==> src/rtl/ext_irq_pkg.sv <==
package ext_irq_pkg;

  typedef enum logic [1:0] {
    ACC_BYTE = 2'd0,
    ACC_HALF = 2'd1,
    ACC_WORD = 2'd2
  } acc_size_e;

  localparam int unsigned REG_W = 32;

  // big-endian lane placement: offset 0 sits at bits 31:24
  function automatic logic [4:0] lane_shift(input logic [1:0] sz, input logic [1:0] off);
    case (sz)
      ACC_BYTE: return {2'd3 - off, 3'b000};
      ACC_HALF: return off[1] ? 5'd0 : 5'd16;
      default:  return 5'd0;
    endcase
  endfunction

  function automatic logic [REG_W-1:0] size_mask(input logic [1:0] sz);
    case (sz)
      ACC_BYTE: return 32'h0000_00ff;
      ACC_HALF: return 32'h0000_ffff;
      default:  return 32'hffff_ffff;
    endcase
  endfunction

endpackage

==> src/rtl/ext_irq_sync.sv <==
module ext_irq_sync #(
  parameter int unsigned N = 8
) (
  input  logic         clk_i,
  input  logic         rst_ni,
  input  logic [N-1:0] irq_ni,
  output logic [N-1:0] low_o,
  output logic [N-1:0] fall_o
);

  logic [N-1:0] meta_q, sync_q, prev_q;

  always_ff @(posedge clk_i or negedge rst_ni) begin
    if (!rst_ni) begin
      meta_q <= '1;
      sync_q <= '1;
      prev_q <= '1;
    end else begin
      meta_q <= irq_ni;
      sync_q <= meta_q;
      prev_q <= sync_q;
    end
  end

  assign low_o  = ~sync_q;
  assign fall_o = prev_q & ~sync_q;

endmodule

==> src/rtl/ext_irq_pend.sv <==
module ext_irq_pend #(
  parameter int unsigned N = 8
) (
  input  logic         clk_i,
  input  logic         rst_ni,
  input  logic [N-1:0] edge_sel_i,
  input  logic [N-1:0] low_i,
  input  logic [N-1:0] fall_i,
  input  logic [N-1:0] clr_i,
  output logic [N-1:0] det_o
);

  logic [N-1:0] pend_q;
  logic [N-1:0] set_w;

  assign set_w = edge_sel_i & fall_i;

  // a new edge wins over a clear in the same cycle
  always_ff @(posedge clk_i or negedge rst_ni) begin
    if (!rst_ni) pend_q <= '0;
    else         pend_q <= (pend_q & ~clr_i) | set_w;
  end

  for (genvar g = 0; g < N; g++) begin : g_line
    assign det_o[g] = edge_sel_i[g] ? pend_q[g] : low_i[g];
  end

  a_r4_edge_latch: assert property (@(posedge clk_i) disable iff (!rst_ni)
    (set_w != '0) |=> ((pend_q & $past(set_w)) == $past(set_w)));

  a_r5_clear_drops: assert property (@(posedge clk_i) disable iff (!rst_ni)
    ((clr_i & ~set_w) != '0) |=> ((pend_q & $past(clr_i & ~set_w)) == '0));

endmodule

==> src/rtl/ext_irq_prio.sv <==
module ext_irq_prio #(
  parameter int unsigned N  = 8,
  parameter int unsigned CW = 8
) (
  input  logic          clk_i,
  input  logic          rst_ni,
  input  logic [N-1:0]  req_i,
  output logic [CW-1:0] code_o,
  output logic          hit_o
);

  localparam logic [CW-1:0] IDLE = CW'(4 * N);

  always_comb begin
    code_o = IDLE;
    hit_o  = 1'b0;
    for (int i = N - 1; i >= 0; i--) begin
      if (req_i[i]) begin
        code_o = CW'(4 * i);
        hit_o  = 1'b1;
      end
    end
  end

  logic [CW-3:0] idx_w;
  assign idx_w = code_o[CW-1:2];

  a_r7_hit_valid: assert property (@(posedge clk_i) disable iff (!rst_ni)
    hit_o |-> (req_i[idx_w] && code_o[1:0] == 2'b00));

  a_r7_no_higher: assert property (@(posedge clk_i) disable iff (!rst_ni)
    hit_o |-> ((req_i & ~({N{1'b1}} << idx_w)) == '0));

  a_r8_idle_code: assert property (@(posedge clk_i) disable iff (!rst_ni)
    !hit_o |-> (code_o == IDLE && req_i == '0));

endmodule

==> src/rtl/ext_irq_vec.sv <==
module ext_irq_vec
  import ext_irq_pkg::*;
#(
  parameter int unsigned N_LINES = 8,
  parameter int unsigned CODE_W  = 8
) (
  input  logic                 clk_i,
  input  logic                 rst_ni,
  input  logic [N_LINES-1:0]   irq_ni,
  input  logic                 we_i,
  input  logic [3:0]           addr_i,
  input  logic [1:0]           size_i,
  input  logic [REG_W-1:0]     wdata_i,
  output logic [REG_W-1:0]     rdata_o,
  output logic                 irq_o,
  output logic                 wake_o
);

  localparam logic [1:0] A_CFG = 2'd0;
  localparam logic [1:0] A_ENA = 2'd1;
  localparam logic [1:0] A_STS = 2'd2;
  localparam logic [1:0] A_VEC = 2'd3;

  logic [REG_W-1:0]   cfg_q;
  logic [N_LINES-1:0] ena_q;
  logic [N_LINES-1:0] edge_sel, wake_en, low_w, fall_w, det_w, clr_w;
  logic [CODE_W-1:0]  code_w;
  logic               hit_w;

  // write lane steering
  logic [4:0]       shamt;
  logic [REG_W-1:0] wmask, wval, rword;

  assign shamt = lane_shift(size_i, addr_i[1:0]);
  assign wmask = size_mask(size_i) << shamt;
  assign wval  = (wdata_i & size_mask(size_i)) << shamt;

  always_ff @(posedge clk_i or negedge rst_ni) begin
    if (!rst_ni) begin
      cfg_q <= '0;
      ena_q <= '0;
    end else if (we_i) begin
      if (addr_i[3:2] == A_CFG) cfg_q <= (cfg_q & ~wmask) | (wval & wmask);
      if (addr_i[3:2] == A_ENA)
        ena_q <= (ena_q & ~wmask[N_LINES-1:0]) | (wval[N_LINES-1:0] & wmask[N_LINES-1:0]);
    end
  end

  assign clr_w = (we_i && addr_i[3:2] == A_STS) ? (wval[N_LINES-1:0] & wmask[N_LINES-1:0])
                                                 : '0;

  for (genvar g = 0; g < N_LINES; g++) begin : g_cfg
    assign edge_sel[g] = cfg_q[REG_W-1-2*g];
    assign wake_en[g]  = cfg_q[REG_W-2-2*g];
  end

  ext_irq_sync #(.N(N_LINES)) u_sync (
    .clk_i  (clk_i),
    .rst_ni (rst_ni),
    .irq_ni (irq_ni),
    .low_o  (low_w),
    .fall_o (fall_w)
  );

  ext_irq_pend #(.N(N_LINES)) u_pend (
    .clk_i      (clk_i),
    .rst_ni     (rst_ni),
    .edge_sel_i (edge_sel),
    .low_i      (low_w),
    .fall_i     (fall_w),
    .clr_i      (clr_w),
    .det_o      (det_w)
  );

  ext_irq_prio #(.N(N_LINES), .CW(CODE_W)) u_prio (
    .clk_i  (clk_i),
    .rst_ni (rst_ni),
    .req_i  (det_w & ena_q),
    .code_o (code_w),
    .hit_o  (hit_w)
  );

  assign irq_o  = |(det_w & ena_q);
  assign wake_o = |(det_w & wake_en);

  always_comb begin
    case (addr_i[3:2])
      A_CFG:   rword = cfg_q;
      A_ENA:   rword = REG_W'(ena_q);
      A_STS:   rword = REG_W'(det_w);
      default: rword = {code_w, {(REG_W-CODE_W){1'b0}}};
    endcase
    rdata_o = (rword >> shamt) & size_mask(size_i);
  end

  a_r6_irq_matches_hit: assert property (@(posedge clk_i) disable iff (!rst_ni)
    irq_o == hit_w);

  a_r12_vec_ro: assert property (@(posedge clk_i) disable iff (!rst_ni)
    (we_i && addr_i[3:2] == A_VEC) |=> ($stable(cfg_q) && $stable(ena_q)));

endmodule

==> config.mk <==
export PLATFORM = sky130hd
export DESIGN_NAME = ext_irq_vec
export DESIGN_NICKNAME = d
export VERILOG_FILES = /design/src/rtl/ext_irq_pkg.sv /design/src/rtl/ext_irq_sync.sv /design/src/rtl/ext_irq_pend.sv /design/src/rtl/ext_irq_prio.sv /design/src/rtl/ext_irq_vec.sv
export SDC_FILE = /design/constraint.sdc
export NUM_CORES = 1
export LEC_CHECK = 0
export ABC_AREA = 1
export BUFFER_PORTS_ARGS = -buffer_cell sky130_fd_sc_hd__buf_2
export CORE_MARGIN = 2
export CORE_UTILIZATION = 60
export DETAILED_ROUTE_END_ITERATION = 8
export PLACE_DENSITY = 0.91
export SYNTH_ARGS = -nofsm -noshare
export SYNTH_HDL_FRONTEND = slang
export SYNTH_HIERARCHICAL = 1
export SYNTH_SLANG_ARGS = --single-unit
==> constraint.sdc <==
create_clock -name clk_i -period 4.1 [get_ports clk_i]
set_input_delay 0.82 -clock clk_i [delete_from_list [all_inputs] [get_ports clk_i]]
set_output_delay 0.82 -clock clk_i [all_outputs]
set_load 0.01 [all_outputs]
# --- After elaboration in Yosys (flattened, before gate mapping) ---
# Index checks and enable logic that the tools add are counted.
# Widths: inputs -> output; s select.
classes:
  addsub: 1
  n_mux: 21
  bitwise_logic: 18
  shift: 3
  n_eq_ne: 3
  n_reduce_logical: 7
ops:
  columns: ["cell", "n"]
  rows:
  - ["$and 32x32->32", 4]
  - ["$pmux 32 s3", 1]
  - ["$pmux 32 s2", 1]
  - ["$shl 32x5->32", 2]
  - ["$and 8x8->8", 7]
  - ["$mux 6", 8]
  - ["$not 32->32", 1]
  - ["$or 32x32->32", 1]
  - ["$shr 32x5->32", 1]
  - ["$not 8->8", 3]
  - ["$or 8x8->8", 2]
  - ["$reduce_or 8->1", 2]
  - ["$pmux 5 s2", 1]
  - ["$mux 1", 8]
  - ["$mux 8", 1]
  - ["$mux 5", 1]
  - ["$eq 2x1->1 const B", 2]
  - ["$logic_not 2->1", 2]
  - ["$reduce_and 2->1", 2]
  - ["$eq 2x2->1 const B", 1]
  - ["$sub 2x2->2 const A", 1]
  - ["$logic_and 1x1->1", 1]
totals:
  reg_bits: 72
  elab_cells: 59
  output_inout_bits: 34
  inputBits: 49

# --- Logic depth before layout (Yosys ltp) ---
logic_depth:
  word_depth: 14
  depth_mapped: 18
  depth_no_buf: 18

# --- Modules after synthesis ---
# The synthesis kept the hierarchy.
modules_own_cells:
  columns: ["module", "seq_area_each_um2", "area_each_um2", "n_inst", "cells_per_inst"]
  rows:
  - ["ext_irq_vec", 1001.0, 3193.1, 1, 504]
  - ["ext_irq_sync", 630.6, 740.7, 1, 48]
  - ["ext_irq_pend", 200.2, 440.4, 1, 72]
  - ["ext_irq_prio", 0.0, 152.6, 1, 28]

# --- Worst setup path after synthesis ---
# Ideal clock, no wire load.
synth_timing:
  path_kind: "reg2out"
  startpoint: "reg u_sync.sync_q[6]"
  endpoint: "out rdata_o[13]"
  path_buffers: 0
  stages_incl_launch_ff: 14
  required_time_ps: 3280
  arrival_time_ps: 1743
  slack_ps: 1537
  path_cell_list: "dfstp_2 inv_1 nand2_1 nand2_1 nand2_1 inv_1 or2_4 nor3_4 inv_2 nor2_4 nand3_1 nand2_1 nand3_1 a21oi_1"
synth_between:
  elab_chain_len: 13
synth_lines:
  columns: ["item", "line", "rtl"]
  rows:
  - ["start, declared", "ext_irq_sync.sv:11", "logic [N-1:0] meta_q, sync_q, prev_q;"]
  - ["start signal, assigned", "ext_irq_sync.sv:20", "sync_q <= meta_q;"]
  - ["$not 8->8", "ext_irq_sync.sv:25", "assign low_o = ~sync_q;"]
  - ["named net low_w[6]", "ext_irq_vec.sv:26", "logic [N_LINES-1:0] edge_sel, wake_en, low_w, fall_w, det_w, clr_w;"]
  - ["$mux 1", "ext_irq_pend.sv:25", "assign det_o[g] = edge_sel_i[g] ? pend_q[g] : low_i[g];"]
  - ["named net det_w[6]", "ext_irq_vec.sv:26", null]
  - ["$and 8x8->8", "ext_irq_vec.sv:78", ".req_i (det_w & ena_q),"]
  - ["$mux 6 (7 in series)", "ext_irq_prio.sv:18", "if (req_i[i]) begin"]
  - ["named net code_w[5]", "ext_irq_vec.sv:27", "logic [CODE_W-1:0] code_w;"]
  - ["$pmux 32 s3", "ext_irq_vec.sv:87", "case (addr_i[3:2])"]
  - ["$shr 32x5->32", "ext_irq_vec.sv:93", "rdata_o = (rword >> shamt) & size_mask(size_i);"]
  - ["$and 32x32->32", "ext_irq_vec.sv:93", null]
  - ["end, declared", "ext_irq_vec.sv:14", "output logic [REG_W-1:0] rdata_o,"]
# The timed path passes the listed nets, and every way through them passes these cells.

# --- Worst setup path in the final report ---
layout_timing:
  startpoint: "in size_i[1]"
  endpoint: "out rdata_o[9]"
layout_between:
  elab_chain_len: 4
  word_cells_on_any_way: 6
  cone_classes: "1 x eq/ne; 1 x shift; 2 x mux; 1 x bitwise; 1 x reduce/logical"
layout_lines:
  columns: ["item", "line", "rtl"]
  rows:
  - ["start, declared", "ext_irq_vec.sv:12", "input logic [1:0] size_i,"]
  - ["$eq 2x1->1 / $logic_not 2->1 (equally long branches)", "ext_irq_pkg.sv:13, ext_irq_pkg.sv:21", null]
  - ["$pmux 5 s2", "ext_irq_pkg.sv:13", "case (sz)"]
  - ["$shr 32x5->32", "ext_irq_vec.sv:93", null]
  - ["$and 32x32->32 *", "ext_irq_vec.sv:93", null]
# Mark *: on every way between the ends. The rest lies on a longest branch, timed or not.

==> results.cfg <==
[synth]
syn_area_per_cell_um2 = 6.95
synthCells = 651
synth_area_um2 = 4520
yosysWarningCount = 6

[cts]
clock_latency_ps = 350
cts_resized = 0
cts.clk_slew.worst_paths_ps = 80
root_buffer = clkbuf_8
cts_made_buffers = 9
cts_setup_buffers = 0
hold_buffers = 0
htreeDepth = 3
cts_sinks = 72
cts_max_path_buffers = 2
cts_tree = yes

[worst_setup_path]
path_class = in2out
cp-end-kind = primary output
worst_path_max_delay_cell = nor2_8
worstPathRequired_ps = 3280
cp_cell_sequence = buf_2 -> nor2_8 -> inv_1 -> nand2_1 -> nand2_1 -> a21oi_1 -> buf_2
crit_buf_inv = 3
critPathArrivalTime_ps = 2590
reg2reg_from = u_sync/prev_q[7]
rr_endpoint = u_pend/pend_q[7]
crit_family = buffers and inverters
r2r_setup_slack_ps = 3270
startpoint_type = primary input
worstPathMaxFanout = 41
cp_slowest_stage_delay_ps = 540
ff2ff_path_depth = 4

[final_layout]
final_common_cell = nand2_1
antennaDiodeCount = 0
layout-drive-gt1-share_pct = 24.0
instances_no_fill = 823
post-route-util_pct = 70.5
area_growth_pct = 13.7
layout_common_cells = 270 x nand2_1, 82 x buf_2, 68 x inv_1
nNetsFinal = 768

[detailed_routing]
drtIter0Drc = 470
detail_route.wl_per_cell_um = 15.4
via_per_inst = 5.49
via_count = 4519
drc_errors = 0
totalWireLength_mm = 12.6
ant_nets = 0
dr.pass1.iters = 6

[die]
ios = 83
die_area_um2 = 8250
core_um2 = 7290
die_height_um = 90.8
start_util_pct = 62.0
rows = 31
chipWidth_um = 90.8

[timing]
min_period_over_period_pct = 83.3
fmax_mhz = 293
fin_crit_ps = 3410
slew_headroom_pct = 39.5
setup_tns_ps = 0
final_max_slew_viol_count = 0
finalSetupViolCount = 0
setup_ws_ps = 686
worstMarginPinSlew_ps = 907
fin_skew_ps = 9.43
finalHoldViolations = 0
whs_ps = 353
rsz0062_at_grt = no

[placed_design]
io_buffers = 82
gp_congestion = 0.945
place_inst = 807
hpwl_mm = 9.33
dpl_worst_slack_ps = 749

[hold_path]
whs_endpoint = u_sync/sync_q[5]
holdPathStages = 0
min_path_type = reg2reg
min_from = u_sync/meta_q[5]

[power]
p_per_area_nw_per_um2 = 440
power_leakage_nw = 2.87
ir_drop_uv = 330

[global_route]
use_met1_pct = 41.6
grt_max_degree = 73
use_met2_pct = 51.7
grt.busiest_layer = met2
grt_pass1_wl_mm = 20.4
antenna_found_initial = 0
track_usage_pct = 31.2
gr-total-overflow = 0
grt_util_met3_pct = 5.68
grt_pass1_vias = 4135

[flow_run]
maxCapViolCount = 0

[outcome]
status = finished, final reports clean
==> through the flow <==
stage | power (W) | cell area [um2]
4_1_cts | 0.00225 | 5140
3_5_place_dp | 0.00150 | 4870
6_report | 0.00226 | 5140
2_1_floorplan | 0.00130 | 4530
3_3_place_gp | 0.00148 | 4870
5_1_grt | 0.00237 | 5140
==> per-layer routing <==
metal,vias up,wire length [um]
met1,2113,5450
met3,39,881
met5,-,0
met2,230,5980
li1,2137,-
met4,0,332
==> how the worst max path moves through the flow <==
stage          startpoint          end  slack [ps]  cells past startpoint
4_1_cts         size_i[1]   rdata_o[9]         740                      7
3_5_place_dp    size_i[1]   rdata_o[9]         750                      7
5_1_grt         size_i[1]   rdata_o[9]         540                      7
6_report        size_i[1]   rdata_o[9]         690                      7
2_1_floorplan   size_i[1]  rdata_o[11]        1540                      6
3_3_place_gp    size_i[1]   rdata_o[9]         830                      7
==> report_power, final <==
group          internal (W)  switching, W  leakage [nW]
logic              0.000202      0.000369          1.90
registers          0.000831      0.000105         0.836
clock network      0.000471      0.000285         0.133
total               0.00150      0.000759          2.87
==> cell type report <==
type	count	area, um2
multi-input combinational	477	2210
timing repair buffer	84	425
tap	99	124
clock inverter	6	140
clock buffer	10	128
inverter	75	287
sequential	72	1830
fill	661	2150
Note: power is estimated with default switching activity, not from simulation.
